`config.mk`:
```
export PLATFORM = sky130hd
export DESIGN_NAME = dma_result_collector
export DESIGN_NICKNAME = d
export VERILOG_FILES = /design/src/rtl/rc_pkg.sv /design/src/rtl/rc_addr_decode.sv /design/src/rtl/rc_result_queue.sv /design/src/rtl/dma_result_collector.sv
export SDC_FILE = /design/constraint.sdc
export NUM_CORES = 1
export LEC_CHECK = 0
export ABC_AREA = 1
export BUFFER_PORTS_ARGS = -buffer_cell sky130_fd_sc_hd__buf_2
export CORE_UTILIZATION = 56
export DETAILED_ROUTE_END_ITERATION = 12
export PLACE_DENSITY = 0.77
export SLEW_MARGIN = 20
export SYNTH_ARGS = -nofsm -noshare
export SYNTH_HDL_FRONTEND = slang
export SYNTH_HIERARCHICAL = 1
export SYNTH_SLANG_ARGS = --single-unit
export TNS_END_PERCENT = 1
```
`constraint.sdc`:
```
create_clock -name clk -period 4 [get_ports clk]
set_clock_uncertainty 0.05 [all_clocks]
set_input_delay 1 -clock clk [delete_from_list [all_inputs] [get_ports clk]]
set_output_delay 1 -clock clk [all_outputs]
set_load 0.005 [all_outputs]
```
`src/rtl/rc_pkg.sv`:
```
package rc_pkg;

    localparam int RC_AW = 12;
    localparam int RC_DW = 32;

    // Result word bit positions (software decodes these)
    localparam int RES_VALID_BIT = 31;
    localparam int RES_ERR_BIT   = 3;
    localparam int RES_FLUSH_BIT = 2;
    localparam int RES_DONE_BIT  = 1;
    localparam int STAT_AVAIL_BIT = 1;
    localparam int CONF_IEN_BIT   = 0;
    localparam int CONF_FEN_BIT   = 1;

    // Bank base addresses, 4 bytes per channel
    localparam logic [RC_AW-1:0] BASE_CMDPTR  = 12'h000;
    localparam logic [RC_AW-1:0] BASE_RESULT  = 12'h040;
    localparam logic [RC_AW-1:0] BASE_FLUSH   = 12'h080;
    localparam logic [RC_AW-1:0] BASE_STATUS  = 12'h200;
    localparam logic [RC_AW-1:0] BASE_CONF    = 12'h300;
    localparam logic [RC_AW-1:0] ADDR_SUMMARY = 12'h380;

    typedef struct packed {
        logic valid;
        logic err;
        logic flushed;
        logic done;
    } rc_result_t;

    typedef enum logic [2:0] {
        SEL_NONE,
        SEL_CMDPTR,
        SEL_RESULT,
        SEL_FLUSH,
        SEL_STATUS,
        SEL_CONF,
        SEL_SUMMARY
    } rc_sel_e;

    function automatic logic [RC_DW-1:0] rc_pack(input rc_result_t r);
        logic [RC_DW-1:0] w;
        w = '0;
        w[RES_VALID_BIT] = r.valid;
        w[RES_ERR_BIT]   = r.err;
        w[RES_FLUSH_BIT] = r.flushed;
        w[RES_DONE_BIT]  = r.done;
        return w;
    endfunction

    function automatic rc_result_t rc_engine_result(input logic err);
        rc_result_t r;
        r.valid   = 1'b1;
        r.err     = err;
        r.flushed = 1'b0;
        r.done    = 1'b1;
        return r;
    endfunction

    function automatic rc_result_t rc_flush_result();
        rc_result_t r;
        r.valid   = 1'b1;
        r.err     = 1'b0;
        r.flushed = 1'b1;
        r.done    = 1'b0;
        return r;
    endfunction

endpackage

```
`src/rtl/rc_addr_decode.sv`:
```
module rc_addr_decode
    import rc_pkg::*;
#(
    parameter int NCH = 16,
    localparam int CW = (NCH > 1) ? $clog2(NCH) : 1
) (
    input  logic [RC_AW-1:0] addr,
    output rc_sel_e          sel,
    output logic [CW-1:0]    ch
);

    localparam logic [RC_AW-1:0] BANK_BYTES = RC_AW'(4 * NCH);

    function automatic logic in_bank(input logic [RC_AW-1:0] a,
                                     input logic [RC_AW-1:0] base);
        return (a >= base) && (a < base + BANK_BYTES);
    endfunction

    always_comb begin
        sel = SEL_NONE;
        ch  = '0;
        if (addr == ADDR_SUMMARY) begin
            sel = SEL_SUMMARY;
        end else if (in_bank(addr, BASE_CMDPTR)) begin
            sel = SEL_CMDPTR;
            ch  = CW'((addr - BASE_CMDPTR) >> 2);
        end else if (in_bank(addr, BASE_RESULT)) begin
            sel = SEL_RESULT;
            ch  = CW'((addr - BASE_RESULT) >> 2);
        end else if (in_bank(addr, BASE_FLUSH)) begin
            sel = SEL_FLUSH;
            ch  = CW'((addr - BASE_FLUSH) >> 2);
        end else if (in_bank(addr, BASE_STATUS)) begin
            sel = SEL_STATUS;
            ch  = CW'((addr - BASE_STATUS) >> 2);
        end else if (in_bank(addr, BASE_CONF)) begin
            sel = SEL_CONF;
            ch  = CW'((addr - BASE_CONF) >> 2);
        end
    end

endmodule

```
`src/rtl/rc_result_queue.sv`:
```
module rc_result_queue
    import rc_pkg::*;
#(
    parameter int DEPTH = 4,
    localparam int PW   = $clog2(DEPTH),
    localparam int CNTW = $clog2(DEPTH + 1)
) (
    input  logic       clk,
    input  logic       rst,
    input  logic       push,
    input  rc_result_t push_res,
    input  logic       pop,
    output rc_result_t head,
    output logic       nonempty
);

    rc_result_t        mem [DEPTH];
    logic [PW-1:0]     rd_ptr;
    logic [PW-1:0]     wr_ptr;
    logic [CNTW-1:0]   cnt;

    logic full;
    logic do_pop;
    logic do_append;
    logic do_clobber;
    rc_result_t marked;

    assign full       = (cnt == CNTW'(DEPTH));
    assign do_pop     = pop && (cnt != '0);
    assign do_append  = push && (!full || do_pop);
    assign do_clobber = push && full && !do_pop;

    always_comb begin
        marked     = push_res;
        marked.err = 1'b1;
    end

    always_ff @(posedge clk) begin
        if (rst) begin
            rd_ptr <= '0;
            wr_ptr <= '0;
            cnt    <= '0;
        end else begin
            if (do_pop)
                rd_ptr <= rd_ptr + PW'(1);
            if (do_append)
                wr_ptr <= wr_ptr + PW'(1);
            if (do_append && !do_pop)
                cnt <= cnt + CNTW'(1);
            else if (do_pop && !do_append)
                cnt <= cnt - CNTW'(1);
        end
    end

    always_ff @(posedge clk) begin
        if (do_append)
            mem[wr_ptr] <= push_res;
        else if (do_clobber)
            mem[wr_ptr - PW'(1)] <= marked;
    end

    assign head     = mem[rd_ptr];
    assign nonempty = (cnt != '0);

endmodule

```
`src/rtl/dma_result_collector.sv`:
```
module dma_result_collector
    import rc_pkg::*;
#(
    parameter int NCH   = 16,
    parameter int DEPTH = 4,
    localparam int CW   = (NCH > 1) ? $clog2(NCH) : 1
) (
    input  logic             clk,
    input  logic             rst,
    input  logic [NCH-1:0]   post_valid,
    input  logic [NCH-1:0]   post_err,
    input  logic             reg_wr,
    input  logic             reg_rd,
    input  logic [RC_AW-1:0] reg_addr,
    input  logic [RC_DW-1:0] reg_wdata,
    output logic [RC_DW-1:0] reg_rdata,
    output logic             irq,
    output logic [NCH-1:0]   chan_abort
);

    rc_sel_e        sel;
    logic [CW-1:0]  sel_ch;
    logic [NCH-1:0] ch_onehot;
    logic [NCH-1:0] flush_hit;
    logic [NCH-1:0] pop_hit;
    logic [NCH-1:0] pend;
    logic [NCH-1:0] ien_q;
    logic [NCH-1:0] fen_q;
    rc_result_t     head_q [NCH];
    logic [RC_DW-1:0] rd_word;
    logic           unused_wdata;

    assign unused_wdata = ^reg_wdata[RC_DW-1:2];

    rc_addr_decode #(.NCH(NCH)) u_dec (
        .addr (reg_addr),
        .sel  (sel),
        .ch   (sel_ch)
    );

    assign ch_onehot = NCH'(1) << sel_ch;
    assign flush_hit = (reg_wr && sel == SEL_FLUSH)  ? ch_onehot : '0;
    assign pop_hit   = (reg_rd && sel == SEL_RESULT) ? ch_onehot : '0;

    genvar gi;
    generate
        for (gi = 0; gi < NCH; gi++) begin : g_chan
            logic       push_i;
            rc_result_t res_i;

            assign push_i = flush_hit[gi] ? fen_q[gi] : post_valid[gi];
            assign res_i  = flush_hit[gi] ? rc_flush_result()
                                          : rc_engine_result(post_err[gi]);

            rc_result_queue #(.DEPTH(DEPTH)) u_q (
                .clk      (clk),
                .rst      (rst),
                .push     (push_i),
                .push_res (res_i),
                .pop      (pop_hit[gi]),
                .head     (head_q[gi]),
                .nonempty (pend[gi])
            );
        end
    endgenerate

    // Per-channel configuration bits
    always_ff @(posedge clk) begin
        if (rst) begin
            ien_q <= '0;
            fen_q <= '0;
        end else if (reg_wr && sel == SEL_CONF) begin
            ien_q[sel_ch] <= reg_wdata[CONF_IEN_BIT];
            fen_q[sel_ch] <= reg_wdata[CONF_FEN_BIT];
        end
    end

    // Abort strobe toward the engines
    always_ff @(posedge clk) begin
        if (rst)
            chan_abort <= '0;
        else
            chan_abort <= flush_hit;
    end

    // Read mux
    always_comb begin
        rd_word = '0;
        unique case (sel)
            SEL_RESULT:  rd_word = pend[sel_ch] ? rc_pack(head_q[sel_ch]) : '0;
            SEL_STATUS:  rd_word[STAT_AVAIL_BIT] = pend[sel_ch];
            SEL_CONF: begin
                rd_word[CONF_IEN_BIT] = ien_q[sel_ch];
                rd_word[CONF_FEN_BIT] = fen_q[sel_ch];
            end
            SEL_SUMMARY: rd_word = RC_DW'(pend);
            default:     rd_word = '0;
        endcase
    end

    always_ff @(posedge clk) begin
        if (rst)
            reg_rdata <= '0;
        else if (reg_rd)
            reg_rdata <= rd_word;
    end

    assign irq = |(pend & ien_q);

endmodule

```
==> metrics.md, run 1 <==
| Metric | Value |
|---|---|
| CTS tree | yes |
| Gate Count Post-Synth | 2678 |
| Tcrit/Tclk final | 86.8% |
| IO Port Bufs | 83 |
| Clock Sinks | 465 |
| Syn Area/Cell | 8.28 µm² |
| Detailed Place HPWL | 37500 µm |
| Post-CTS sizing | 0 |
| Initial DRC count | 1346 |
| Fin nets | 3032 |
| Drt via density | 5.20 |
| Vias in the first global route | 17500 |
| Ys flop type | edfxtp_1 |
| Fraction of layout cells with a size suffix above 1 | 15.6% |
| Most common cell in the netlist | nand2_1 |
| Worst Hold Launch | ien_q[6] |
| Yosys reg bits | 465 |
| Slew Viols, Final | 0 |
| Xor and xnor area share after synthesis | 0% |
| H-Tree Level Count | 2 |
| Residual DRC | 0 |
| Synth Cell Area | 22200 µm² |
| Area share of the largest cell type after synthesis | 34.7% |
| FMAX | 288 MHz |
| Proportion of synthesized area in mux cells | 0% |
| Fin Setup TNS | 0 ns |
| Final setup viols | 0 |
| Ys Warns | 6 |
| Max-Cap Viols | 0 |
| CTS buffer count | 48 |
| Total grt overflow | 0 |
| Root Buffer | clkbuf_16 |
| Area contributors post-synth | edfxtp_1 (35%), dfxtp_1 (19%), nand2_1 (10%) |
| Crit path required time | 4.41 ns |
| RSZ-0062 raised after global routing | false |
| Post-CTS setup buffer count | 0 |
| Critical Path End Type | register |
| Synth Area in Adders | 2.35% |
| Startpoint types | primary input |
| GRT Util Overall | 25.7% |
| Compound-gate portion of the synthesized area | 10.7% |
| Worst Setup SP | reg_addr[11] |
| Min-delay worst type | register to register |
| CP arrival | 3.88 ns |
| Die height | 201 µm |
| Pleak | 10.6 nW |
| Worst vdd ir | 0.000365 V |
| Clock Tree Buf Depth | 3 |
| Final WL | 52000 µm |
| Commonest cells post-synth | nand2_1 (612), nor2_1 (424), inv_1 (335) |
| Die ar. | 40400 µm² |
| Sequential fraction of the synthesis area | 53.6% |
| Clock latency on the worst-skew pair | 0.59 ns |
| Post-DP Area | 23900 µm² |
| Num ports | 129 |
| Via Count | 18100 |
| Initial antenna violation count | 1 |
| Final instance area | 25500 µm² |
| First-pass GRT wire length | 83400 µm |
| CP Max Fanout | 6 |
| Slew @ Worst Pin | 0.733 ns |
| Largest area contributor in the netlist | edfxtp_1 |
| Row count | 72 |
| Area delta synth->final | 15.1% |
| Fin crit period | 3.47 ns |
| Core Area | 38800 µm² |
| Combinational family with the most area after synthesis | simple AND/OR/NAND/NOR gates |
| Antenna viol nets, final | 0 |
| Post-synth EDFFs | 256 |
| R2R Setup Slk | 1.78 ns |
| Clock transition at path regs | 0.07 ns |
| Kind of critical path | primary input to register |
| Placed insts | 3388 |
| Finished Layout Cells | 3479 |
| DR WL/cell | 15.0 µm |
| Gp weighted congestion | 0.932 |
| Post-CTS Hold Fix Bufs | 0 |
| Simple-Gate Fraction of Synth Area | 25.5% |
| Asr flop ratio synth | 0% |
| Final Hold Viols | 0 |
| Pin count of the biggest net entering global routing | 46 |
| Die Wd | 201 µm |
| Drt pass-1 iters | 6 |
| Initial Utilization | 57.1% |
| Status | complete, no violations |
| Final Power | 11.6 mW |
| PD cells | 454 nW/µm² |
| Synth unique cells | 33 |
| Slew headroom | 51.1% |
## power by group
group	switching [mW]	internal (mW)	leakage (nW)	total, mW
registers	0.148	5.37	3.90	5.52
logic	1.00	0.456	5.93	1.46
clock network	1.85	2.76	0.791	4.61
total	3.00	8.58	10.6	11.6
## layout by cell type (no fill, tap or decap), types with 8 or more instances in the layout
cell type	synthesis	layout
nand2_1	612	612
nor2_1	424	424
inv_1	335	335
edfxtp_1	256	256
dfxtp_1	209	209
o21ai_0	208	208
a21oi_1	120	118
nand2_2	98	98
buf_4	17	90
buf_2	22	82
conb_1	2	79
nand3_1	74	74
nor2_2	68	68
o22ai_1	64	64
clkbuf_16	0	49
a22oi_1	32	32
inv_2	31	31
fa_1	16	16
ha_1	16	16
clkbuf_1	12	14
nand3b_1	14	14
nor2_4	10	10
o21ai_1	8	8
## routing by layer
metal	vias up	GRT usage (%)	wire, µm	share of wire [%]
met5	-	0	14	0.027
met4	2	11.1	1880	3.6
met3	125	4.09	3330	6.4
met2	557	45.2	25500	49
met1	8356	31.2	21300	41
li1	9056	-	-	-
## path summary, 6_finish.rpt
kind,endpoint,cells after the start
setup reg to reg,reg_rdata[3],9
hold / removal,ien_q[6],2
setup / recovery,g_chan[10].u_q/cnt[1],20
hold reg to reg,ien_q[6],2
## metrics by stage
stage | hold slack [ns] | setup WS (ns) | utilization [%]
final | 0.443 | 0.527 | 65.7
after global routing | 0.458 | 0.269 | 65.7
after CTS | 0.440 | 0.607 | 65.7
after detailed placement | 0.418 | 0.0230 | 61.5
after global placement | 0.405 | 0.0746 | 61.5
after floorplan | 0.389 | 0.101 | -
## worst max-delay path, cell delays in order
cell and delay [ns]:
buf_2 0.12, nor2_4 0.15, nand3_2 0.18, a21oi_4 0.38, buf_4 0.23, nor2_8 0.05
inv_2 0.10, nor2_1 0.06, inv_1 0.17, nor2_1 0.06, buf_4 0.17, nor2_2 0.12
nand2_1 0.07, nand2_2 0.06, inv_1 0.04, ha_1 0.20, inv_1 0.09, fa_1 0.40
o21ai_0 0.17, a21oi_1 0.06
## layout make-up
cell class / instances / area, µm²
clock inverter: 21 / 268
multi-input combinational: 1865 / 8850
timing repair buffer: 174 / 1130
antenna: 1 / 2.50
fill: 3109 / 13300
sequential: 465 / 11900
clock buffer: 69 / 1360
tap: 518 / 648
inverter: 366 / 1370
## registers in the layout, indices dropped and copies added (netlist names), named ones only
| name | count |
|---|---|
| g_chan.u_q/mem | 256 |
| g_chan.u_q/rd_ptr | 32 |
| reg_rdata | 17 |
| chan_abort | 16 |
| ien_q | 16 |
| g_chan.u_q/cnt | 48 |
| g_chan.u_q/wr_ptr | 32 |
| fen_q | 16 |
## cell families after synthesis
logic type,count (synthesis)
fa+ha+maj,32
buf+inv,425
other cells,2
compound gates,437
simple gates,1317
flops,465
(Power assumes the default switching activity.)
==> run 2: changes to the inputs <==
Settings changed: CORE_ASPECT_RATIO set to 1.2.
==> metrics.md, run 2 (synthesis results as in run 1) <==
| Metric | Value |
|---|---|
| Internal | 8.43 mW (-1.8%) |
| Gp weighted congestion | 0.925 (-0.73%) |
| Die Wd | 184 µm (-8.6%) |
| Post-CTS sizing | 0 (unchanged) |
| CTS tree | yes |
| Fin Setup TNS | 0 ns (unchanged) |
| Slew @ Worst Pin | 0.562 ns (-0.171 ns) |
| GRT Util Overall | 25.6% (-0.090 points) |
| Post-DP Area | 24000 µm² (+0.39%) |
| Row count | 79 (+9.7%) |
| Clock Tree Buf Depth | 3 (unchanged) |
| Antenna viol nets, final | 0 (unchanged) |
| Worst vdd ir | 0.000472 V (+29%) |
| Final setup viols | 0 (unchanged) |
| Die height | 220 µm (+9.4%) |
| Startpoint types | primary input |
| Initial antenna violation count | 1 (unchanged) |
| Fraction of layout cells with a size suffix above 1 | 15.7% (+0.13 points) |
| Kind of critical path | primary input to register |
| Post-CTS Hold Fix Bufs | 0 (unchanged) |
| Crit path required time | 4.38 ns (-0.03 ns) |
| Final instance area | 25500 µm² (about the same) |
| Commonest non-fill, non-tap cell in the layout | nand2_1 |
| Largest register FFs | 256 (unchanged) |
| Via Count | 18100 (+0.077%) |
| Num ports | 129 (unchanged) |
| Top Registers | g_chan.u_q/mem x256, g_chan.u_q/cnt x48 |
| Drt pass-1 iters | 6 (unchanged) |
| Clock Power Share | 38.7% (-1.1 points) |
| Clock transition at path regs | 0.06 ns (about the same) |
| Total grt overflow | 0 (unchanged) |
| Pin count of the biggest net entering global routing | 46 (unchanged) |
| Sw frac | 25.7% (-0.21 points) |
| Tcrit/Tclk final | 88.9% (+2.1 points) |
| Max-Cap Viols | 0 (unchanged) |
| Most flop-heavy register | g_chan.u_q/mem |
| Gate power share | 12.7% (about the same) |
| Initial DRC count | 1226 (-8.9%) |
| Clock latency on the worst-skew pair | 0.55 ns (-0.04 ns) |
| Reg power frac | 48.6% (+1.0 points) |
| CP Max Fanout | 7 (+1) |
| Fin crit period | 3.56 ns (+0.0842 ns) |
| PD cells | 445 nW/µm² (-2.1%) |
| Min-delay worst type | register to register |
| Status | complete, no violations |
| Final WL | 51000 µm (-2.0%) |
| Slew headroom | 62.5% (+11 points) |
| Fin nets | 3036 (+0.13%) |
| Detailed Place HPWL | 37200 µm (-0.92%) |
| P_sw | 2.91 mW (-2.9%) |
| Drt via density | 5.19 (-0.15%) |
| CTS buffer count | 46 (-4.2%) |
| DR WL/cell | 14.6 µm (-2.2%) |
| Die ar. | 40400 µm² (about the same) |
| First-pass GRT wire length | 82300 µm (-1.4%) |
| Post-CTS setup buffer count | 0 (unchanged) |
| FMAX | 281 MHz (-2.4%) |
| Vias in the first global route | 17600 (+0.22%) |
| Residual DRC | 0 (unchanged) |
| Initial Utilization | 56.9% (-0.17 points) |
| CP arrival | 3.94 ns (+0.06 ns) |
| Filler cell count | 3226 (+3.8%) |
| Antenna diode instance count | 0 (-1) |
| Root Buffer | clkbuf_16 |
| IO Port Bufs | 83 (unchanged) |
| Pleak | 10.6 nW (about the same) |
| Area delta synth->final | 15.0% (about the same) |
| Most frequent cells in the layout | nand2_1 (612), nor2_1 (424), inv_1 (335) |
| Critical Path End Type | register |
| H-Tree Level Count | 2 (unchanged) |
| Final Hold Viols | 0 (unchanged) |
| Clock Sinks | 465 (unchanged) |
| RSZ-0062 raised after global routing | false |
| Core Area | 38900 µm² (+0.30%) |
| Slew Viols, Final | 0 (unchanged) |
## run 2: critical path, cell delays in order
cell     delay [ns]
buf_2          0.12
nor2_4         0.15
nand3_2        0.11
buf_4          0.17
a21oi_4        0.36
inv_2          0.13
nor2_8         0.10
inv_2          0.07
nor2_1         0.13
inv_2          0.08
nor2_2         0.16
inv_2          0.09
nand2_1        0.07
nand2_1        0.08
nand2_2        0.09
inv_1          0.04
ha_1           0.20
inv_1          0.10
fa_1           0.42
o21ai_0        0.20
a21oi_1        0.07
## run 2: area by class of cell
class	count	area (µm²)	share of cell area, %
tap	526	658	2.58
clock inverter	25	280	1.10
clock buffer	60	1250	4.92
inverter	366	1370	5.39
sequential	465	11900	46.6
timing repair buffer	180	1210	4.74
multi-input combinational	1865	8850	34.7
## run 2: power by group through the flow
stage	combinational, mW	sequential [mW]	clock, mW
6_report	1.44	5.52	4.39
5_1_grt	1.64	5.54	4.65
4_1_cts	1.43	5.52	4.47
3_5_place_dp	1.42	5.62	0
3_3_place_gp	1.36	5.60	0
2_1_floorplan	1.04	5.58	0
## run 2: through the flow
stage	instances	hold slack [ns]	power, mW	utilization, %	setup slack, ns
final	3487	0.414	11.3	65.5	0.443
after global routing	3487	0.451	11.8	65.5	0.199
after CTS	3487	0.418	11.4	65.5	0.469
after detailed placement	3402	0.408	7.03	61.5	-0.0893
after global placement	3402	0.401	6.96	61.5	0.0543
after floorplan	2755	0.389	6.62	-	0.101
## run 2: final timing paths
check	start	end	slack [ns]	depth (start not counted)
setup / recovery	reg_addr[11]	g_chan[5].u_q/cnt[1]	0.44	21
hold / removal	reg_rdata[31]	reg_rdata[31]	0.41	2
setup reg to reg	register	reg_rdata[31]	1.83	9
hold reg to reg	reg_rdata[31]	reg_rdata[31]	0.41	2
## run 2: layer usage
layer,global-route usage [%],part of all wire (%),vias up,routed length (µm)
met4,12.6,4.7,2,2390
met2,46.1,50,578,25300
met3,3.35,5.9,147,3020
li1,-,-,9054,-
met5,0,0.025,-,13
met1,30.0,40,8329,20300
